### config.mk
export PLATFORM = sky130hd
export DESIGN_NAME = nov_pulse_gen
export DESIGN_NICKNAME = d
export VERILOG_FILES = /design/src/rtl/nov_pkg.sv /design/src/rtl/nov_regs.sv /design/src/rtl/nov_step_timer.sv /design/src/rtl/nov_group.sv /design/src/rtl/nov_pulse_gen.sv
export SDC_FILE = /design/constraint.sdc
export NUM_CORES = 1
export LEC_CHECK = 0
export ABC_CLOCK_PERIOD_IN_PS = 4660
export BUFFER_PORTS_ARGS = -buffer_cell sky130_fd_sc_hd__clkbuf_2
export CAP_MARGIN = 20
export CORE_MARGIN = 2
export CORE_UTILIZATION = 50
export DETAILED_ROUTE_END_ITERATION = 8
export PLACE_DENSITY = 0.78
export SLEW_MARGIN = 20
export SYNTH_ARGS = -nofsm -noshare
export SYNTH_HDL_FRONTEND = slang
export SYNTH_HIERARCHICAL = 1
export SYNTH_SLANG_ARGS = --single-unit
### constraint.sdc
create_clock -name clk -period 4.66 [get_ports clk]
set_input_delay 0.699 -clock clk [delete_from_list [all_inputs] [get_ports clk]]
set_output_delay 0.699 -clock clk [all_outputs]
set_load 0.005 [all_outputs]
### src/rtl/nov_pkg.sv
`timescale 1ns/1ps
// nov_pkg: register addresses and bus geometry shared by the pulse generator.
// Assumes a 3-bit word address space; the data width is set by the top.
package nov_pkg;
    localparam int ADDR_W = 3;

    typedef enum logic [ADDR_W-1:0] {
        RA_PERIOD = 3'd0,
        RA_MARGIN = 3'd1,
        RA_STAGE  = 3'd2,
        RA_DIR    = 3'd3,
        RA_NDE    = 3'd4,
        RA_CTRL   = 3'd5,
        RA_STATUS = 3'd6
    } reg_addr_e;

    // Fixed CTRL bit positions; per-group fields follow from the group count.
    localparam int CB_RUN    = 0;
    localparam int CB_IRQEN  = 1;
    localparam int CB_NOV_LO = 2;
endpackage

### src/rtl/nov_regs.sv
`timescale 1ns/1ps
// nov_regs: write-only configuration registers and the interrupt flag.
// Assumes CNT_W and 2+2*N_GRP do not exceed DATA_W. set_flag has priority
// over a clear written in the same cycle.
module nov_regs
    import nov_pkg::*;
#(
    parameter int DATA_W = 16,
    parameter int CNT_W  = 16,
    parameter int PORT_W = 8,
    parameter int N_GRP  = 2
) (
    input  logic              clk,
    input  logic              rst_n,
    input  logic              wr_en,
    input  logic [ADDR_W-1:0] wr_addr,
    input  logic [DATA_W-1:0] wr_data,
    input  logic              set_flag,
    output logic [CNT_W-1:0]  period,
    output logic [CNT_W-1:0]  margin,
    output logic [PORT_W-1:0] stage,
    output logic [PORT_W-1:0] dir,
    output logic [PORT_W-1:0] nde,
    output logic              run,
    output logic              irq_en,
    output logic [N_GRP-1:0]  nov_en,
    output logic [N_GRP-1:0]  trig_en,
    output logic              flag
);
    localparam int CTRL_W = 2 + 2 * N_GRP;

    logic [CTRL_W-1:0] ctrl_q;
    logic              clr_req;

    assign run     = ctrl_q[CB_RUN];
    assign irq_en  = ctrl_q[CB_IRQEN];
    assign nov_en  = ctrl_q[CB_NOV_LO +: N_GRP];
    assign trig_en = ctrl_q[CB_NOV_LO + N_GRP +: N_GRP];
    assign clr_req = wr_en && (wr_addr == RA_STATUS) && wr_data[0];

    // Purpose: capture configuration writes by address.
    always_ff @(posedge clk) begin
        if (!rst_n) begin
            period <= '0;
            margin <= '0;
            stage  <= '0;
            dir    <= '0;
            nde    <= '0;
            ctrl_q <= '0;
        end else if (wr_en) begin
            case (wr_addr)
                RA_PERIOD: period <= wr_data[CNT_W-1:0];
                RA_MARGIN: margin <= wr_data[CNT_W-1:0];
                RA_STAGE:  stage  <= wr_data[PORT_W-1:0];
                RA_DIR:    dir    <= wr_data[PORT_W-1:0];
                RA_NDE:    nde    <= wr_data[PORT_W-1:0];
                RA_CTRL:   ctrl_q <= wr_data[CTRL_W-1:0];
                default:   ;
            endcase
        end
    end

    // Purpose: set the flag on an enabled margin event, clear on write-one.
    always_ff @(posedge clk) begin
        if (!rst_n)        flag <= 1'b0;
        else if (set_flag) flag <= 1'b1;
        else if (clr_req)  flag <= 1'b0;
    end

    // the flag only rises after a margin event that was enabled
    p_flag_source_r5: assert property (@(posedge clk) disable iff (!rst_n)
        $rose(flag) |-> $past(set_flag));
    // a write-one clear without a new event drops the flag
    p_flag_clear_r5: assert property (@(posedge clk) disable iff (!rst_n)
        (clr_req && !set_flag) |=> !flag);
endmodule

### src/rtl/nov_step_timer.sv
`timescale 1ns/1ps
// nov_step_timer: up-counter that clears on the period compare and flags
// the period and margin events. Assumes margin < period for a useful margin
// event; the period event wins if both compares match in the same cycle.
module nov_step_timer #(
    parameter int CNT_W = 16
) (
    input  logic             clk,
    input  logic             rst_n,
    input  logic             run,
    input  logic [CNT_W-1:0] period,
    input  logic [CNT_W-1:0] margin,
    output logic             match_b,
    output logic             match_a
);
    logic [CNT_W-1:0] cnt;

    assign match_b = run && (cnt == period);
    assign match_a = run && (cnt == margin);

    // Purpose: advance the counter while running and wrap on the period match.
    always_ff @(posedge clk) begin
        if (!rst_n)       cnt <= '0;
        else if (match_b) cnt <= '0;
        else if (run)     cnt <= cnt + 1'b1;
    end

    // the counter is zero in the cycle after a period event
    p_clear_on_period_r1: assert property (@(posedge clk) disable iff (!rst_n)
        match_b |=> (cnt == '0));
    // the counter holds while stopped
    p_hold_when_stopped_r1: assert property (@(posedge clk) disable iff (!rst_n)
        !run |=> $stable(cnt));
    // the margin event never fires while stopped
    p_margin_needs_run_r2: assert property (@(posedge clk) disable iff (!rst_n)
        !run |-> !match_a);
endmodule

### src/rtl/nov_group.sv
`timescale 1ns/1ps
// nov_group: output register for one group of pulse bits. In non-overlap
// mode, falls happen at the period event and rises at the following margin
// event, using a pattern captured at the period event. In overlapping mode,
// the group copies the staged value at the period event.
// Assumes mask already combines direction, enable and trigger enable.
module nov_group #(
    parameter int GW = 4
) (
    input  logic          clk,
    input  logic          rst_n,
    input  logic          match_b,
    input  logic          match_a,
    input  logic          nov,
    input  logic [GW-1:0] mask,
    input  logic [GW-1:0] stage,
    output logic [GW-1:0] out
);
    logic [GW-1:0] pend_bits;
    logic [GW-1:0] pend_mask;
    logic          pend_v;

    // Purpose: apply falling/rising updates at their events and hold the
    // pending rise.
    always_ff @(posedge clk) begin
        if (!rst_n) begin
            out       <= '0;
            pend_bits <= '0;
            pend_mask <= '0;
            pend_v    <= 1'b0;
        end else if (match_b) begin
            if (nov) begin
                out       <= out & ~(mask & ~stage);
                pend_bits <= stage;
                pend_mask <= mask;
                pend_v    <= 1'b1;
            end else begin
                out    <= (out & ~mask) | (stage & mask);
                pend_v <= 1'b0;
            end
        end else if (match_a && pend_v) begin
            out    <= out | (pend_bits & pend_mask);
            pend_v <= 1'b0;
        end
    end

    // bits only fall at a period event
    p_fall_only_at_period_r3: assert property (@(posedge clk) disable iff (!rst_n)
        !match_b |=> ((~out & $past(out)) == '0));
    // in non-overlap mode bits only rise at a margin event
    p_rise_only_at_margin_r4: assert property (@(posedge clk) disable iff (!rst_n)
        (nov && !match_a) |=> ((out & ~$past(out)) == '0));
    // the captured rise pattern stays fixed until it is used
    p_pending_stable_r8: assert property (@(posedge clk) disable iff (!rst_n)
        (pend_v && !match_b) |=> ($stable(pend_bits) && $stable(pend_mask)));
    // undriven bits keep their value
    p_masked_hold_r7: assert property (@(posedge clk) disable iff (!rst_n)
        (match_b && (mask == '0)) |=> $stable(out));
endmodule

### src/rtl/nov_pulse_gen.sv
`timescale 1ns/1ps
// nov_pulse_gen: top of the non-overlapping pulse pattern generator.
// Connects the register bank, the step timer and one output group per
// GRP_W bits. Assumes PORT_W is a multiple of GRP_W.
module nov_pulse_gen
    import nov_pkg::*;
#(
    parameter int PORT_W = 8,
    parameter int GRP_W  = 4,
    parameter int CNT_W  = 16,
    parameter int DATA_W = 16
) (
    input  logic              clk,
    input  logic              rst_n,
    input  logic              wr_en,
    input  logic [ADDR_W-1:0] wr_addr,
    input  logic [DATA_W-1:0] wr_data,
    output logic [PORT_W-1:0] pulse_out,
    output logic              irq
);
    localparam int N_GRP = PORT_W / GRP_W;

    logic [CNT_W-1:0]  period, margin;
    logic [PORT_W-1:0] stage, dir, nde, drive;
    logic              run, irq_en, flag, match_a, match_b;
    logic [N_GRP-1:0]  nov_en, trig_en;

    assign irq = flag;

    nov_regs #(.DATA_W(DATA_W), .CNT_W(CNT_W), .PORT_W(PORT_W), .N_GRP(N_GRP)) u_regs (
        .clk(clk), .rst_n(rst_n), .wr_en(wr_en), .wr_addr(wr_addr),
        .wr_data(wr_data), .set_flag(match_a && irq_en),
        .period(period), .margin(margin), .stage(stage), .dir(dir), .nde(nde),
        .run(run), .irq_en(irq_en), .nov_en(nov_en), .trig_en(trig_en),
        .flag(flag)
    );

    nov_step_timer #(.CNT_W(CNT_W)) u_timer (
        .clk(clk), .rst_n(rst_n), .run(run), .period(period), .margin(margin),
        .match_b(match_b), .match_a(match_a)
    );

    for (genvar g = 0; g < N_GRP; g++) begin : g_grp
        // Purpose: a bit is driven only when direction, enable and trigger agree.
        assign drive[g*GRP_W +: GRP_W] = dir[g*GRP_W +: GRP_W]
                                       & nde[g*GRP_W +: GRP_W]
                                       & {GRP_W{trig_en[g]}};

        nov_group #(.GW(GRP_W)) u_grp (
            .clk(clk), .rst_n(rst_n), .match_b(match_b), .match_a(match_a),
            .nov(nov_en[g]), .mask(drive[g*GRP_W +: GRP_W]),
            .stage(stage[g*GRP_W +: GRP_W]),
            .out(pulse_out[g*GRP_W +: GRP_W])
        );
    end

    // with no event the port holds its value
    p_port_quiet_r6: assert property (@(posedge clk) disable iff (!rst_n)
        (!match_a && !match_b) |=> $stable(pulse_out));
    // irq never rises while interrupts are disabled
    p_irq_gated_r5: assert property (@(posedge clk) disable iff (!rst_n)
        !irq_en |=> !$rose(irq));
endmodule

Yosys cells after proc, flatten, opt, wreduce, memory -nomap -nowiden
Cells that the tools add are included.
Storage, ports and cells
  bits in registers: 105
  output and inout port bits: 9
  logic and storage cells: 84
Operators by class
  add/sub/neg operators: 1
  equality and inequality tests: 8
  muxes and demuxes: 14
  bitwise operators: 25
  reduce and logical (&&, ||, !) cells: 20
Operator list (number)
  4-bit AND: 14
  16-bit equality test: 2
  4-bit 2-to-1 mux: 6
  4-bit NOT: 6
  16-bit by 1-bit adder with 16-bit output (second input constant): 1
  4-bit OR: 4
  2-bit AND reduction: 8
  3-bit equality test (second input constant): 3
  1-bit 2-to-1 mux: 8
  1-bit logical AND: 7
  3-bit by 2-bit equality test with 1-bit output (second input constant): 2
  2-bit nonzero test: 3
  3-bit by 1-bit equality test with 1-bit output (second input constant): 1
  3-bit zero test: 1
  2-bit OR reduction: 1
  1-bit NOT: 1

Logic depth before layout (Yosys ltp)
Gate-level depths: netlist of the first run.
  depth after elaboration: 7
  depth in mapped cells: 9

By module
Netlist of the first run, hierarchy kept.
By module, submodules not included
  nov_regs: times used 1, cells an instance 228, area each 2338.5 sq um
  nov_group: times used 2, cells an instance 65, area each 546.8 sq um
  nov_step_timer: times used 1, cells an instance 128, area each 1081.0 sq um
  nov_pulse_gen: times used 1, cells an instance 9, area each 56.3 sq um

Worst setup path before layout of the first run
OpenSTA, ideal clock, no wires.
  path kind: flip-flop to flip-flop
  start point: register u_timer.cnt[7]
  end point: register g_grp[0].u_grp.pend_bits[0]
  arrival time: 2.469 ns
  data required time: 4.537 ns
  slack: 2.067 ns
  stages on the path, launching flop included: 9
  path buffers: 1
  period minus slack after synthesis: 2.593 ns
  cells stage by stage: dfxtp_1 -> buf_6 -> xor2_1 -> nor4_1 -> nand2_1 -> nor4_1 -> nand2_1 -> nand2_1 -> a21boi_0
On the way
  word-level cells in the longest chain between the ends: 3
RTL lines
  start, declared: RTL line nov_step_timer.sv:16  | logic [CNT_W-1:0] cnt;
  start signal, assigned: RTL line nov_step_timer.sv:25  | else if (run) cnt <= cnt + 1'b1;
  16-bit equality test: RTL line nov_step_timer.sv:18  | assign match_b = run && (cnt == period);
  1-bit logical AND: RTL line nov_step_timer.sv:18
  named net match_b: RTL line nov_pulse_gen.sv:25  | logic run, irq_en, flag, match_a, match_b;
  2-bit AND reduction (no source line)
  end signal, assigned: RTL line nov_group.sv:34  | pend_bits <= stage;
  end, declared: RTL line nov_group.sv:19  | logic [GW-1:0] pend_bits;
The timed path passes the listed nets, and every way through them passes these cells.
A chain may end at the register's enable or synchronous reset.

==> flow_metrics.env, run 1 <==
export IMPL_cts_sinks=105
export IMPL_layout_commonest_cell="nand2_1"
export IMPL_ff2ff_setup_slack_ns=2.16
export IMPL_core_um2=8810
export IMPL_dr_pass1_iters=6
export IMPL_grt_pass1_vias=3335
export IMPL_finalNetCount=531
export IMPL_endpoint_kind="flip-flop"
export IMPL_outcome="complete, no violations"
export IMPL_num_vias=3380
export IMPL_grt_ovfl_total=0
export IMPL_whs_ns=0.462
export IMPL_routabilityCongestion=0.866
export IMPL_drcViolationCount=0
export IMPL_htreeDepth=3
export IMPL_worst_pin_slew_ns=1.03
export IMPL_dp_cells=605
export IMPL_final_core_util_pct=55.6
export IMPL_total_power_mw=1.50
export IMPL_grt_pass1_wl_mm=15.6
export IMPL_antenna_found_initial=0
export IMPL_slew_violations=0
export IMPL_powerDensity_nw_per_um2=307
export IMPL_ys_seq_area_share_pct=46.0
export IMPL_postCtsSetupBuffers=0
export IMPL_cp_required_ns=4.94
export IMPL_fmax_mhz=400
export IMPL_cts_tree="built"
export IMPL_relSlewSlack_pct=31.6
export IMPL_period_needed_ns=2.50
export IMPL_hold_viol_final=0
export IMPL_synthDistinctLibCells=34
export IMPL_syn_avg_cell_area_um2=9.23
export IMPL_worst_slack_ns=2.16
export IMPL_multi_input_area_um2=2310
export IMPL_rsz0062_at_grt="false"
export IMPL_clkLatencyLatePin_ns=0.36
export IMPL_grt_usage_pct=19.3
export IMPL_synth_cells=495
export IMPL_start_util_pct=51.9
export IMPL_skew_ns=0.0128
export IMPL_cp_max_fo=7
export IMPL_hp_class="reg -> reg"
export IMPL_final_cell_area_um2=4900
export IMPL_syn_to_final_growth_pct=7.15
export IMPL_wire_per_inst_um=14.7
export IMPL_placed_area_um2=4730
export IMPL_fill_cells=773
export IMPL_port_buffer_count=30
export IMPL_vias_per_cell=5.45
export IMPL_grt_start_max_net_pins=107
export IMPL_ir_worst_vdd_mv=0.191
export IMPL_rows=34
export IMPL_clockBufferDepth=2
export IMPL_max_cap_viol_count=0
export IMPL_power_leakage_nw=2.09
export IMPL_hpwlAfterDp_mm=6.33
export IMPL_ant_nets=0
export IMPL_ios=31
export IMPL_ys_ff_latch=105
export IMPL_cts_root_buf="clkbuf_8"
export IMPL_antennaDiodeCount=0
export IMPL_mostFrequentLayoutCells="nand2_1, dfxtp_1, mux2i_1, nand3_1, clkbuf_2"
export IMPL_post_cts_resized=0
export IMPL_clk_pin_slew_worst_paths_ns=0.10
export IMPL_critical_path_arrival_ns=2.78
export IMPL_die_width_um=99.6
export IMPL_synth_area_um2=4570
export IMPL_place_ws_ns=2.24
export IMPL_drt_initial_drc_count=193
export IMPL_syn_num_nets=518
export IMPL_die_h_um=99.6
export IMPL_die_area_um2=9920
export IMPL_tns_ns=0
export IMPL_cts_hold_buf=0
export IMPL_cts_made_buffers=9
export IMPL_fin_cells=620
export IMPL_final_seq_area_um2=2100
export IMPL_setup_viol=0
export IMPL_drive_gt1_share_pct=10.2
export IMPL_cp_start_kind="flip-flop"
export IMPL_ys_warn_count=6
export IMPL_fin_crit_sh_pct=53.6
export IMPL_totalWireLength_mm=9.10
export IMPL_criticalPathCategory="reg -> reg"
cells in the mapped netlist:
library cell / instances / area share [%]
inv_1: 1 / 0.082
and3b_1: 2 / 0.38
a21boi_1: 2 / 0.33
and3_1: 9 / 1.2
nand3_1: 29 / 3.2
ha_1: 1 / 0.27
xnor2_1: 27 / 5.2
buf_4: 1 / 0.16
o41ai_4: 1 / 0.60
a21boi_0: 16 / 2.6
buf_2: 5 / 0.55
nand4bb_1: 2 / 0.49
xor2_1: 20 / 3.8
o21ai_0: 5 / 0.55
nor2_1: 20 / 1.6
nand2_1: 113 / 9.3
nand4b_1: 2 / 0.38
a31oi_1: 1 / 0.14
or3b_1: 2 / 0.38
nor3_1: 2 / 0.22
clkbuf_1: 19 / 1.6
dfxtp_1: 105 / 46
and4_1: 1 / 0.19
buf_6: 6 / 1.5
a21oi_1: 16 / 1.8
nor4bb_1: 2 / 0.44
or4b_1: 1 / 0.22
or2_2: 1 / 0.14
nand3b_1: 4 / 0.66
and2_1: 1 / 0.14
and2b_1: 2 / 0.33
mux2i_1: 63 / 14
nor4_1: 6 / 0.82
nand4_1: 7 / 0.96
kinds of logic after synthesis:
kind of cell | share of synthesized area, %
mux | 13.8
fa+ha+maj | 0.274
simple gates | 21.1
flops | 46.0
buf+inv | 3.83
compound gates | 6.00
xor+xnor | 9.01
worst max-delay path, stage by stage, from the launching register on:
cell and delay [ns]:
dfxtp_1 0.50, xor2_1 0.12, nor4_1 0.24, nand4_1 0.12, nor4_1 0.82, and3b_1 0.37, nand3_1 0.10, a21oi_1 0.15
sequential cells by signal, indices dropped and copies added, names as in the netlist, named ones only:
signal	count
u_regs/flag	1
g_grp.u_grp/pend_bits	8
u_regs/stage	8
u_regs/margin	16
u_regs/nde	8
u_regs/ctrl_q	6
u_regs/period	16
u_timer/cnt	16
g_grp.u_grp/pend_mask	8
g_grp.u_grp/pend_v	2
u_regs/dir	8
worst paths after layout:
path / end / cells after the start / from
max: flip-flop / 7 / u_timer/cnt[9]
min: u_regs/nde[1] / 2 / u_regs/nde[1]
max reg2reg: flip-flop / 7 / u_timer/cnt[9]
min reg2reg: u_regs/nde[1] / 2 / u_regs/nde[1]
where the power goes:
part | total [mW] | switching, mW | internal (mW)
registers | 0.918 | 0.00948 | 0.909
logic | 0.0848 | 0.0515 | 0.0333
clock network | 0.502 | 0.297 | 0.205
total | 1.50 | 0.358 | 1.15
final cells by class:
| class | instances | share of cell area (%) |
|---|---|---|
| Multi-Input combinational cell | 358 | 47.3 |
| Sequential cell | 105 | 42.9 |
| Timing Repair Buffer | 33 | 3.53 |
| Clock buffer | 10 | 2.81 |
| Tap cell | 108 | 2.76 |
| Clock inverter | 5 | 0.639 |
| Inverter | 1 | 0.0767 |
routing by layer:
metal	vias up	track usage, %	part of all wire [%]
met2	44	32.8	48
li1	1707	-	-
met3	16	3.87	2.7
met1	1613	24.4	48
met5	-	0	0
met4	0	6.95	1.7
(Power assumes the default switching activity.)
==> inputs of run 2 (changes only) <==
--- a/config.mk
+++ b/config.mk
@@ -5,13 +5,13 @@
 export SDC_FILE = /design/constraint.sdc
 export NUM_CORES = 1
 export LEC_CHECK = 0
-export ABC_CLOCK_PERIOD_IN_PS = 4660
+export ABC_CLOCK_PERIOD_IN_PS = 2200
 export BUFFER_PORTS_ARGS = -buffer_cell sky130_fd_sc_hd__clkbuf_2
 export CAP_MARGIN = 20
 export CORE_MARGIN = 2
 export CORE_UTILIZATION = 50
 export DETAILED_ROUTE_END_ITERATION = 8
-export PLACE_DENSITY = 0.78
+export PLACE_DENSITY = 0.81
 export SLEW_MARGIN = 20
 export SYNTH_ARGS = -nofsm -noshare
 export SYNTH_HDL_FRONTEND = slang
==> constraint.sdc (replaced) <==
create_clock -name clk -period 2.2 [get_ports clk]
set_input_delay 0.33 -clock clk [delete_from_list [all_inputs] [get_ports clk]]
set_output_delay 0.33 -clock clk [all_outputs]
set_load 0.005 [all_outputs]
==> run 2 against run 1 <==
  * Hold slack lost 0.25 ns
  * Largest cell class unchanged
  * Clock power grew 140%
  * Highest routed layer unchanged
  * Count of clock-buffer cells in the layout is the same
==> flow_metrics.env, run 2 (synthesis results as in run 1) <==
export IMPL_outcome="complete, no violations"
export IMPL_grt_pass1_vias=3269
export IMPL_dp_cells=619
export IMPL_highest_layer="met4"
export IMPL_num_vias=3406
export IMPL_cts_root_buf="clkbuf_8"
export IMPL_ios=31
export IMPL_ant_nets=0
export IMPL_place_ws_ns=0.0776
export IMPL_die_h_um=99.6
export IMPL_mostFrequentLayoutCells="nand2_1, dfxtp_1, mux2i_1, nand3_1, clkbuf_2"
export IMPL_grt_ovfl_total=0
export IMPL_routabilityCongestion=0.952
export IMPL_syn_to_final_growth_pct=11.0
export IMPL_htreeDepth=3
export IMPL_hp_class="in -> reg"
export IMPL_rsz0062_at_grt="false"
export IMPL_hpwlAfterDp_mm=6.64
export IMPL_ir_worst_vdd_mv=0.396
export IMPL_clockBufferDepth=2
export IMPL_cp_required_ns=2.46
export IMPL_drt_met1_wl_mm=4.24
export IMPL_antennaDiodeCount=0
export IMPL_drt_initial_drc_count=112
export IMPL_dr_wl_met2_mm=4.65
export IMPL_cp_start_kind="flip-flop"
export IMPL_drive_gt1_share_pct=13.3
export IMPL_wire_per_inst_um=14.7
export IMPL_fmax_mhz=494
export IMPL_powerDensity_nw_per_um2=660
export IMPL_fin_cells=636
export IMPL_ff2ff_path_depth=7
export IMPL_hold_path_depth=3
export IMPL_whs_ns=0.207
export IMPL_rows=34
export IMPL_crit_path_max_incr_delay_ns=0.38
export IMPL_hold_viol_final=0
export IMPL_fin_crit_sh_pct=92.1
export IMPL_tns_ns=0
export IMPL_cts_made_buffers=9
export IMPL_cp_max_fo=32
export IMPL_grt_usage_pct=19.7
export IMPL_skew_ns=0.0151
export IMPL_top_regs="u_regs/margin: 16 flops, u_regs/period: 16 flops, u_timer/cnt: 16 flops"
export IMPL_wl_met3_um=350
export IMPL_cpMostUsedCell="nand2_1"
export IMPL_start_util_pct=51.9
export IMPL_antenna_found_initial=0
export IMPL_dr_pass1_iters=4
export IMPL_clk_pin_slew_worst_paths_ns=0.10
export IMPL_final_core_util_pct=57.6
export IMPL_max_cap_viol_count=0
export IMPL_layout_commonest_cell="nand2_1"
export IMPL_die_area_um2=9920
export IMPL_die_width_um=99.6
export IMPL_cts_sinks=105
export IMPL_cpMaxStageDelayCell="nor4_4"
export IMPL_worst_pin_slew_ns=0.650
export IMPL_port_buffer_count=30
export IMPL_setup_viol=0
export IMPL_power_leakage_nw=2.19
export IMPL_criticalPathCategory="reg -> reg"
export IMPL_grt_pass1_wl_mm=15.7
export IMPL_cts_hold_buf=0
export IMPL_core_um2=8810
export IMPL_clkLatencyLatePin_ns=0.37
export IMPL_slew_violations=0
export IMPL_relSlewSlack_pct=56.4
export IMPL_finalNetCount=546
export IMPL_drcViolationCount=0
export IMPL_worstPathCellList="xnor2_1 -> nand3_1 -> nor4_4 -> buf_12 -> nand2_1 -> nand2_1 -> a21boi_0"
export IMPL_vias_per_cell=5.36
export IMPL_cts_tree="built"
export IMPL_period_needed_ns=2.03
export IMPL_worst_slack_ns=0.175
export IMPL_grt_start_max_net_pins=33
export IMPL_critical_path_arrival_ns=2.29
export IMPL_endpoint_kind="flip-flop"
export IMPL_totalWireLength_mm=9.34
## run 2: layout make-up
class / count / area (um^2)
Clock inverter: 6 / 62.6
Multi-Input combinational cell: 358 / 2330
Fill cell: 753 / 3740
Timing Repair Buffer: 48 / 298
Tap cell: 108 / 135
Clock buffer: 10 / 138
Inverter: 1 / 3.75
Sequential cell: 105 / 2100
## run 2: path summary, 6_finish.rpt
| check | slack (ns) | startpoint | to |
|---|---|---|---|
| worst min-delay path | 0.21 | wr_data[12] | u_regs/period[12] |
| worst max register to register | 0.17 | u_timer/cnt[12] | g_grp[0].u_grp/pend_mask[0] |
| worst max-delay path | 0.17 | u_timer/cnt[12] | g_grp[0].u_grp/pend_mask[0] |
| worst min register to register | 0.46 | u_regs/dir[1] | u_regs/dir[1] |
## run 2: power by group
part	total, mW	internal (mW)	switching [mW]
clock network	1.20	0.560	0.644
logic	0.201	0.0821	0.119
registers	1.94	1.92	0.0191
## run 2: repair_timing
action	4_1_cts	5_1_grt
setup buffers	0	1
setup endpoints to repair	0	26
resized for setup	0	2
## run 2: metal layers
metal | GRT usage [%] | vias to the layer above
met4 | 4.74 | 0
met2 | 33.0 | 57
met1 | 25.3 | 1614
met3 | 5.34 | 9
met5 | 0 | -
li1 | - | 1726
## run 2: metrics by stage
step                power [mW]  cell area, um^2
floorplan                 2.12             4580
global placement          2.18             4850
detailed placement        2.18             4850
CTS                       3.38             5050
global route              3.49             5070
finish                    3.35             5070
## run 2: critical path: cells and delay by family (launching register included)
family / cells / cell delay [ns]
flip-flops: 1 / 0.37
AO/OA/AOI/OAI: 1 / 0.08
AND/OR/NAND/NOR: 4 / 0.95
buffers and inverters: 1 / 0.21
XOR/XNOR: 1 / 0.30
